File: config.mk
export PLATFORM = sky130hd
export DESIGN_NAME = databus_tester
export DESIGN_NICKNAME = d
export VERILOG_FILES = /design/src/rtl/dbt_pkg.sv /design/src/rtl/dbt_pattern_gen.sv /design/src/rtl/dbt_seq.sv /design/src/rtl/dbt_capture.sv /design/src/rtl/databus_tester.sv
export SDC_FILE = /design/constraint.sdc
export NUM_CORES = 1
export LEC_CHECK = 0
export CORE_UTILIZATION = 50
export DETAILED_ROUTE_END_ITERATION = 6
export DONT_BUFFER_PORTS = 1
export PLACE_DENSITY_LB_ADDON = 0.25
export SETUP_SLACK_MARGIN = 0.2
export SLEW_MARGIN = 40
export SYNTH_ARGS = -nofsm -noshare
export SYNTH_HDL_FRONTEND = slang
export SYNTH_HIERARCHICAL = 1
export SYNTH_SLANG_ARGS = --single-unit
File: constraint.sdc
create_clock -name clk -period 2.49 [get_ports clk]
set_input_delay 0.498 -clock clk [delete_from_list [all_inputs] [get_ports clk]]
set_output_delay 0.498 -clock clk [all_outputs]
set_load 0.03 [all_outputs]
File: src/rtl/dbt_pkg.sv
package dbt_pkg;

  typedef enum logic [2:0] {
    ST_IDLE  = 3'd0,
    ST_WPAT  = 3'd1,
    ST_WFIL  = 3'd2,
    ST_RREQ  = 3'd3,
    ST_RWAIT = 3'd4,
    ST_FIN   = 3'd5
  } dbt_state_e;

  // One stripe word per power of two below the data width, plus inverses.
  function automatic int stim_count(input int data_w);
    return 2 * $clog2(data_w);
  endfunction

  function automatic int idx_width(input int data_w);
    return $clog2(stim_count(data_w));
  endfunction

endpackage

File: src/rtl/dbt_pattern_gen.sv
module dbt_pattern_gen #(
  parameter int DATA_W = 64,
  parameter int IDX_W  = dbt_pkg::idx_width(DATA_W)
) (
  input  logic [IDX_W-1:0]  idx,
  output logic [DATA_W-1:0] pattern
);
  localparam int NHALF = $clog2(DATA_W);
  localparam int NSTIM = 2 * NHALF;

  // Stripe word: bit b takes bit k of its own index.
  function automatic logic [DATA_W-1:0] stripe(input int k);
    logic [DATA_W-1:0] v;
    for (int b = 0; b < DATA_W; b++) begin
      v[b] = ((b >> k) & 1) != 0;
    end
    return v;
  endfunction

  logic [DATA_W-1:0] half_q [NHALF];

  for (genvar k = 0; k < NHALF; k++) begin : g_stripe
    assign half_q[k] = stripe(k);
  end

  always_comb begin
    pattern = '0;
    for (int j = 0; j < NHALF; j++) begin
      if (idx == IDX_W'(j))           pattern = half_q[j];
      if (idx == IDX_W'(NSTIM-1-j))   pattern = ~half_q[j];
    end
  end

endmodule

File: src/rtl/dbt_seq.sv
module dbt_seq
  import dbt_pkg::*;
#(
  parameter int              ADDR_W = 16,
  parameter int              DATA_W = 64,
  parameter logic [DATA_W-1:0] FILLER = 64'h0123456789ABCDEF,
  parameter int              IDX_W  = idx_width(DATA_W)
) (
  input  logic              clk,
  input  logic              rst_n,
  input  logic              start,
  input  logic [ADDR_W-1:0] target_addr,
  input  logic [DATA_W-1:0] pattern,
  input  logic              mem_rvalid,
  output logic [IDX_W-1:0]  idx,
  output logic [ADDR_W-1:0] tgt,
  output logic              mem_req,
  output logic              mem_we,
  output logic [ADDR_W-1:0] mem_addr,
  output logic [DATA_W-1:0] mem_wdata,
  output logic              start_evt,
  output logic              pat_wr_evt,
  output logic              fill_wr_evt,
  output logic              rd_evt,
  output logic              cmp_evt,
  output logic              busy,
  output logic              done
);
  localparam int NSTIM = stim_count(DATA_W);
  localparam logic [IDX_W-1:0] LAST_IDX = IDX_W'(NSTIM - 1);

  dbt_state_e state_q, state_d;

  function automatic logic [ADDR_W-1:0] neighbour(input logic [ADDR_W-1:0] a);
    return a + 1'b1;
  endfunction

  assign start_evt   = (state_q == ST_IDLE) && start;
  assign pat_wr_evt  = (state_q == ST_WPAT);
  assign fill_wr_evt = (state_q == ST_WFIL);
  assign rd_evt      = (state_q == ST_RREQ);
  assign cmp_evt     = (state_q == ST_RWAIT) && mem_rvalid;
  assign busy        = (state_q != ST_IDLE);
  assign done        = (state_q == ST_FIN);

  always_comb begin
    state_d = state_q;
    unique case (state_q)
      ST_IDLE:  if (start) state_d = ST_WPAT;
      ST_WPAT:  state_d = ST_WFIL;
      ST_WFIL:  state_d = ST_RREQ;
      ST_RREQ:  state_d = ST_RWAIT;
      ST_RWAIT: if (mem_rvalid) state_d = (idx == LAST_IDX) ? ST_FIN : ST_WPAT;
      ST_FIN:   state_d = ST_IDLE;
      default:  state_d = ST_IDLE;
    endcase
  end

  always_ff @(posedge clk) begin
    if (!rst_n) begin
      state_q <= ST_IDLE;
      idx     <= '0;
      tgt     <= '0;
    end else begin
      state_q <= state_d;
      if (start_evt) begin
        idx <= '0;
        tgt <= target_addr;
      end else if (cmp_evt && idx != LAST_IDX) begin
        idx <= idx + 1'b1;
      end
    end
  end

  always_comb begin
    mem_req   = pat_wr_evt || fill_wr_evt || rd_evt;
    mem_we    = pat_wr_evt || fill_wr_evt;
    mem_addr  = fill_wr_evt ? neighbour(tgt) : tgt;
    mem_wdata = pat_wr_evt ? pattern : (fill_wr_evt ? FILLER : '0);
  end

  // filler write directly follows each stimulus write
  p_fill_follows_pat_r2: assert property (@(posedge clk) disable iff (!rst_n)
    pat_wr_evt |=> (fill_wr_evt && mem_req && mem_we && mem_wdata == FILLER));

  // the single read goes back to the address just below the filler
  p_read_after_fill_r2: assert property (@(posedge clk) disable iff (!rst_n)
    fill_wr_evt |=> (mem_req && !mem_we && ADDR_W'(mem_addr + 1'b1) == $past(mem_addr)));

  // bus stays quiet after the read request
  p_quiet_wait_r4: assert property (@(posedge clk) disable iff (!rst_n)
    rd_evt |=> !mem_req);

  // stimulus index stays inside the series
  p_idx_range_r3: assert property (@(posedge clk) disable iff (!rst_n)
    busy |-> (idx <= LAST_IDX));

  // done lasts one cycle and ends the run
  p_done_pulse_r8: assert property (@(posedge clk) disable iff (!rst_n)
    done |=> (!done && !busy));

  // a run cannot be cut short or restarted
  p_run_holds_r9: assert property (@(posedge clk) disable iff (!rst_n)
    (busy && !done) |=> (busy && $stable(tgt)));

endmodule

File: src/rtl/dbt_capture.sv
module dbt_capture #(
  parameter int ADDR_W = 16,
  parameter int DATA_W = 64
) (
  input  logic              clk,
  input  logic              rst_n,
  input  logic              clr,
  input  logic              cmp_evt,
  input  logic              fin_evt,
  input  logic [ADDR_W-1:0] tgt,
  input  logic [DATA_W-1:0] expected,
  input  logic [DATA_W-1:0] actual,
  output logic              mis_evt,
  output logic              seen,
  output logic              pass,
  output logic [ADDR_W-1:0] fail_addr,
  output logic [DATA_W-1:0] fail_expected,
  output logic [DATA_W-1:0] fail_actual
);
  function automatic logic differs(input logic [DATA_W-1:0] a, input logic [DATA_W-1:0] b);
    return |(a ^ b);
  endfunction

  logic first_evt;

  assign mis_evt   = cmp_evt && differs(expected, actual);
  assign first_evt = mis_evt && !seen;

  always_ff @(posedge clk) begin
    if (!rst_n) begin
      seen          <= 1'b0;
      pass          <= 1'b0;
      fail_addr     <= '0;
      fail_expected <= '0;
      fail_actual   <= '0;
    end else if (clr) begin
      seen          <= 1'b0;
      pass          <= 1'b0;
      fail_addr     <= '0;
      fail_expected <= '0;
      fail_actual   <= '0;
    end else begin
      if (first_evt) begin
        seen          <= 1'b1;
        fail_addr     <= tgt;
        fail_expected <= expected;
        fail_actual   <= actual;
      end
      if (fin_evt) pass <= !seen;
    end
  end

  // first record is never overwritten within a run
  p_hold_first_r7: assert property (@(posedge clk) disable iff (!rst_n)
    (seen && !clr) |=> ($stable(fail_addr) && $stable(fail_expected) && $stable(fail_actual)));

  // a start drops pass
  p_pass_clear_r5: assert property (@(posedge clk) disable iff (!rst_n)
    clr |=> !pass);

  // once a mismatch is seen pass stays low
  p_no_pass_after_fail_r6: assert property (@(posedge clk) disable iff (!rst_n)
    (seen && !clr) |=> !pass);

  // record is cleared on start
  p_record_clear_r7: assert property (@(posedge clk) disable iff (!rst_n)
    clr |=> (!seen && fail_expected == '0 && fail_actual == '0));

endmodule

File: src/rtl/databus_tester.sv
module databus_tester
  import dbt_pkg::*;
#(
  parameter int                ADDR_W = 16,
  parameter int                DATA_W = 64,
  parameter logic [DATA_W-1:0] FILLER = 64'h0123456789ABCDEF
) (
  input  logic              clk,
  input  logic              rst_n,
  input  logic              start,
  input  logic [ADDR_W-1:0] target_addr,
  output logic              mem_req,
  output logic              mem_we,
  output logic [ADDR_W-1:0] mem_addr,
  output logic [DATA_W-1:0] mem_wdata,
  input  logic              mem_rvalid,
  input  logic [DATA_W-1:0] mem_rdata,
  output logic              busy,
  output logic              done,
  output logic              pass,
  output logic [ADDR_W-1:0] fail_addr,
  output logic [DATA_W-1:0] fail_expected,
  output logic [DATA_W-1:0] fail_actual
);
  localparam int IDX_W = idx_width(DATA_W);

  logic [IDX_W-1:0]  idx;
  logic [ADDR_W-1:0] tgt;
  logic [DATA_W-1:0] pattern;
  logic start_evt, pat_wr_evt, fill_wr_evt, rd_evt, cmp_evt;
  logic mis_evt, seen;

  dbt_pattern_gen #(.DATA_W(DATA_W), .IDX_W(IDX_W)) u_pat (
    .idx     (idx),
    .pattern (pattern)
  );

  dbt_seq #(.ADDR_W(ADDR_W), .DATA_W(DATA_W), .FILLER(FILLER), .IDX_W(IDX_W)) u_seq (
    .clk         (clk),
    .rst_n       (rst_n),
    .start       (start),
    .target_addr (target_addr),
    .pattern     (pattern),
    .mem_rvalid  (mem_rvalid),
    .idx         (idx),
    .tgt         (tgt),
    .mem_req     (mem_req),
    .mem_we      (mem_we),
    .mem_addr    (mem_addr),
    .mem_wdata   (mem_wdata),
    .start_evt   (start_evt),
    .pat_wr_evt  (pat_wr_evt),
    .fill_wr_evt (fill_wr_evt),
    .rd_evt      (rd_evt),
    .cmp_evt     (cmp_evt),
    .busy        (busy),
    .done        (done)
  );

  dbt_capture #(.ADDR_W(ADDR_W), .DATA_W(DATA_W)) u_cap (
    .clk           (clk),
    .rst_n         (rst_n),
    .clr           (start_evt),
    .cmp_evt       (cmp_evt),
    .fin_evt       (done),
    .tgt           (tgt),
    .expected      (pattern),
    .actual        (mem_rdata),
    .mis_evt       (mis_evt),
    .seen          (seen),
    .pass          (pass),
    .fail_addr     (fail_addr),
    .fail_expected (fail_expected),
    .fail_actual   (fail_actual)
  );

  // a mismatch is only flagged on a compare
  p_mis_on_cmp_r6: assert property (@(posedge clk) disable iff (!rst_n)
    mis_evt |-> (busy && !mem_req));

  // compares happen only while no request is out
  p_cmp_quiet_r4: assert property (@(posedge clk) disable iff (!rst_n)
    cmp_evt |-> !mem_req);

endmodule

==> results.toml <==
[status]
outcome = "complete, but fails checks"
failed_checks = "setup timing"

[route]
wirelength_um = 39100
routed_via_density = 6.03
drt-pass1-iter-count = 5
drt-wirelength-per-cell_um = 24.6
final_antenna_net_count = 0
num_vias = 9573
drt_drc_violations_left = 0
drt-initial-drc-count = 912

[global_routing]
grtUsageMet1_pct = 41.7
grt_remaining_overflow = 0
grt_start_max_net_pins = 158
met2_usage_pct = 58.1
busiest_layer = "met2"
global_route.usage.met3_pct = 9.81
grt_util_all_layers_pct = 34.7
grt_pass1_vias = 8537
antenna_found_initial = 1
grt_pass1_wl_um = 48400

[placed_design]
dpl_worst_slack_ns = -0.558
postPlaceCellArea_um2 = 11100
hpwl_um = 22800
finalWeightedCongestion = 0.982
port_buffers = 0
place_inst = 1443

[critical_path]
critical_path.startpoint_type = "register"
worst_setup_path_end_kind = "register"
worst-setup-path-type = "register to register"
timing.critical_path.fanout_max = 6
cp.buffers_inverters = 5
critical-path-top-delay-family = "simple AND/OR/NAND/NOR gates"
timing.critical_path.cells = "buf_4 > o21ba_4 > nor2_4 > a211oi_4 > xnor2_1 > nand4_1 > nor4_2 > nand4_1 > nand3b_1 > buf_6 > buf_4 > buf_12 > clkbuf_16 > mux2i_1"
crit_path_max_incr_delay_ns = 0.42
worstPathArrival_ns = 3.56
cp_slowest_cell = "sky130_fd_sc_hd__dfxtp_4"
cp.required_ns = 2.84

[timing]
final.setup.worst_slack_ns = -0.714
final.setup.tns_ns = -88.66
slew_margin_rel_pct = 54.8
rsz0062_at_grt = "yes"
timing.clock.skew_ns = 0.0126
fmax_mhz = 312
slew_at_the_pin_with_the_worst_max_slew_slack_ns = 0.678
hold_violations = 0
setup_viol = 170
timing_max_transition_violations_final = 0
final.period_utilization_pct = 129
final_period_minus_worst_setup_slack_ns = 3.20

[cts]
cts_made_buffers = 17
clkSlewWorstSetupHoldPaths_ns = 0.07
clock_insertion_delay_worst_skew_ns = 0.43
cts_root_buffer = "sky130_fd_sc_hd__clkbuf_16"
clock_tree_from_tritoncts = "built"
cts_num_sinks = 169
clock_tree.buffer_depth = 2
clock_tree.htree_level_count = 4

[layout]
finish.instance_area_um2 = 14500
finish.cell_count_without_fillers = 1588
finish.net_count = 1435
area_growth_pct = 61.3
drive_above_1_share_pct = 40.5
fin_util_pct = 83.1

[floorplanning]
overall_die_area_um2 = 18500
initial_utilization_pct = 51.5
die_width_um = 136
die-height_um = 136
io_pins = 313
num_rows = 48
fp.coreArea_um2 = 17400

[power]
peakVddDrop_uv = 541
power.leakage_uw = 0.00674
powerDensity_nw_per_um2 = 498

[min_path]
worst_hold_path_type = "primary input to register"

[yosys]
synth-async-reset-ratio_pct = 0
synth.ff_latch_count = 169
yosys_most_used_dff = "sky130_fd_sc_hd__dfxtp_1"
post_synth_instance_area_um2 = 8970
yosys_warnings = 6
synthesized_instance_count = 1091
synth_area_per_cell_um2 = 8.22
ys_types = 54
syn-num-nets = 1177
seq_area_frac_synth_pct = 37.7
synth-edff-count = 0

[flow_run]
max-cap-violations = 0
==> cell families after synthesis <==
group           after synthesis  synth area share, %
simple gates                487                 23.5
xor+xnor                     82                 8.01
fa+ha+maj                     3                0.390
compound gates              113                 8.48
mux                         145                 16.2
buf+inv                      92                 5.73
flops                       169                 37.7
==> metal layers <==
| metal | part of all wire (%) | routed length (um) | up-vias |
|---|---|---|---|
| met1 | 37 | 14400 | 4666 |
| met5 | 0 | 0 | - |
| met2 | 48 | 18700 | 612 |
| met4 | 5.3 | 2090 | 0 |
| li1 | - | - | 4130 |
| met3 | 10 | 3900 | 165 |
==> area by class of cell <==
type / count / area, um2
repair buffers: 325 / 3860
clock inverters: 10 / 85.1
diodes: 1 / 2.50
fillers: 923 / 2950
inverters: 6 / 37.5
multi-input cells: 830 / 6300
well taps: 225 / 282
flip-flops and latches: 169 / 3420
clock buffers: 22 / 484
==> where the power goes <==
part           switching [uW]  internal, uW  total, uW
clock                    1210          1410       2620
sequential               64.8          2730       2800
combinational            1010           787       1800
total                    2290          4930       7210
==> cells in the final DEF (no fill, tap or decap), types with 6 or more instances in the layout <==
| master | n |
|---|---|
| sky130_fd_sc_hd__and2_4 | 29 |
| sky130_fd_sc_hd__buf_16 | 10 |
| sky130_fd_sc_hd__nor2_4 | 7 |
| sky130_fd_sc_hd__a21oi_2 | 7 |
| sky130_fd_sc_hd__and2_1 | 7 |
| sky130_fd_sc_hd__nand2_1 | 342 |
| sky130_fd_sc_hd__nor2_1 | 8 |
| sky130_fd_sc_hd__xnor2_1 | 63 |
| sky130_fd_sc_hd__clkbuf_16 | 25 |
| sky130_fd_sc_hd__o21a_1 | 18 |
| sky130_fd_sc_hd__buf_6 | 81 |
| sky130_fd_sc_hd__nand4_1 | 23 |
| sky130_fd_sc_hd__a21boi_0 | 16 |
| sky130_fd_sc_hd__o21a_4 | 17 |
| sky130_fd_sc_hd__buf_8 | 11 |
| sky130_fd_sc_hd__xnor2_2 | 13 |
| sky130_fd_sc_hd__mux2i_1 | 143 |
| sky130_fd_sc_hd__dfxtp_2 | 6 |
| sky130_fd_sc_hd__o21ai_2 | 9 |
| sky130_fd_sc_hd__nand2_2 | 8 |
| sky130_fd_sc_hd__dfxtp_1 | 156 |
| sky130_fd_sc_hd__a21oi_4 | 13 |
| sky130_fd_sc_hd__buf_4 | 158 |
| sky130_fd_sc_hd__nand3_4 | 6 |
| sky130_fd_sc_hd__o21ai_4 | 9 |
| sky130_fd_sc_hd__dfxtp_4 | 7 |
| sky130_fd_sc_hd__nand2_4 | 12 |
| sky130_fd_sc_hd__buf_12 | 56 |
==> cell usage after synthesis, types with 6 or more instances <==
cell	instances	area [um2]
sky130_fd_sc_hd__a21boi_0	16	120
sky130_fd_sc_hd__a21oi_1	24	120
sky130_fd_sc_hd__dfxtp_1	169	3380
sky130_fd_sc_hd__and2_1	37	231
sky130_fd_sc_hd__nand2_1	361	1360
sky130_fd_sc_hd__nor2_1	18	67.6
sky130_fd_sc_hd__clkbuf_1	40	150
sky130_fd_sc_hd__buf_8	7	105
sky130_fd_sc_hd__nand2b_1	6	37.5
sky130_fd_sc_hd__o21a_1	35	263
sky130_fd_sc_hd__nand3_1	12	60.1
sky130_fd_sc_hd__mux2i_1	144	1440
sky130_fd_sc_hd__buf_2	23	115
sky130_fd_sc_hd__xnor2_1	78	683
sky130_fd_sc_hd__nand4_1	23	144
sky130_fd_sc_hd__buf_4	14	105
sky130_fd_sc_hd__o21ai_0	17	85.1
==> registers in the layout, summed over array words and instances, names as in the netlist <==
signal and flops:
u_seq/tgt 16, u_seq/state_q 3, u_cap/fail_expected 64, u_cap/fail_actual 64
u_cap/seen 1, u_cap/fail_addr 16, u_seq/idx 4, u_cap/pass 1
==> timing repair <==
| item | 4_1_cts | 5_1_grt |
|---|---|---|
| buffers inserted | 44 | 48 |
| gates cloned | 9 | 11 |
| endpoints found under the setup margin | 225 | 224 |
| resized for setup | 223 | 172 |
| pin swaps | 44 | 63 |
| hold buffers | 0 | 0 |
==> per-stage QoR <==
| stage | hold WS, ns | power [uW] |
|---|---|---|
| after floorplan | 0.454 | 3690 |
| after global placement | 0.478 | 4170 |
| after detailed placement | 0.497 | 4180 |
| after CTS | 0.166 | 6920 |
| after global routing | 0.168 | 7370 |
| final | 0.178 | 7210 |
==> final timing paths <==
| check | start | end | slack [ns] | cells after the start |
|---|---|---|---|---|
| hold / removal | rst_n | u_seq/state_q[2]$_SDFFE_PN0P_ | 0.18 | 1 |
| hold reg to reg | u_seq/tgt[15]$_SDFFE_PN0P_ | u_cap/fail_addr[15]$_SDFFE_PP0P_ | 0.51 | 2 |
| setup reg to reg | u_seq/idx[0]$_SDFFE_PP0P_ | u_cap/fail_expected[47]$_SDFFE_PP0P_ | -0.71 | 14 |
| setup / recovery | u_seq/idx[0]$_SDFFE_PP0P_ | u_cap/fail_expected[47]$_SDFFE_PP0P_ | -0.71 | 14 |
Power figures use the tool's default switching activity.
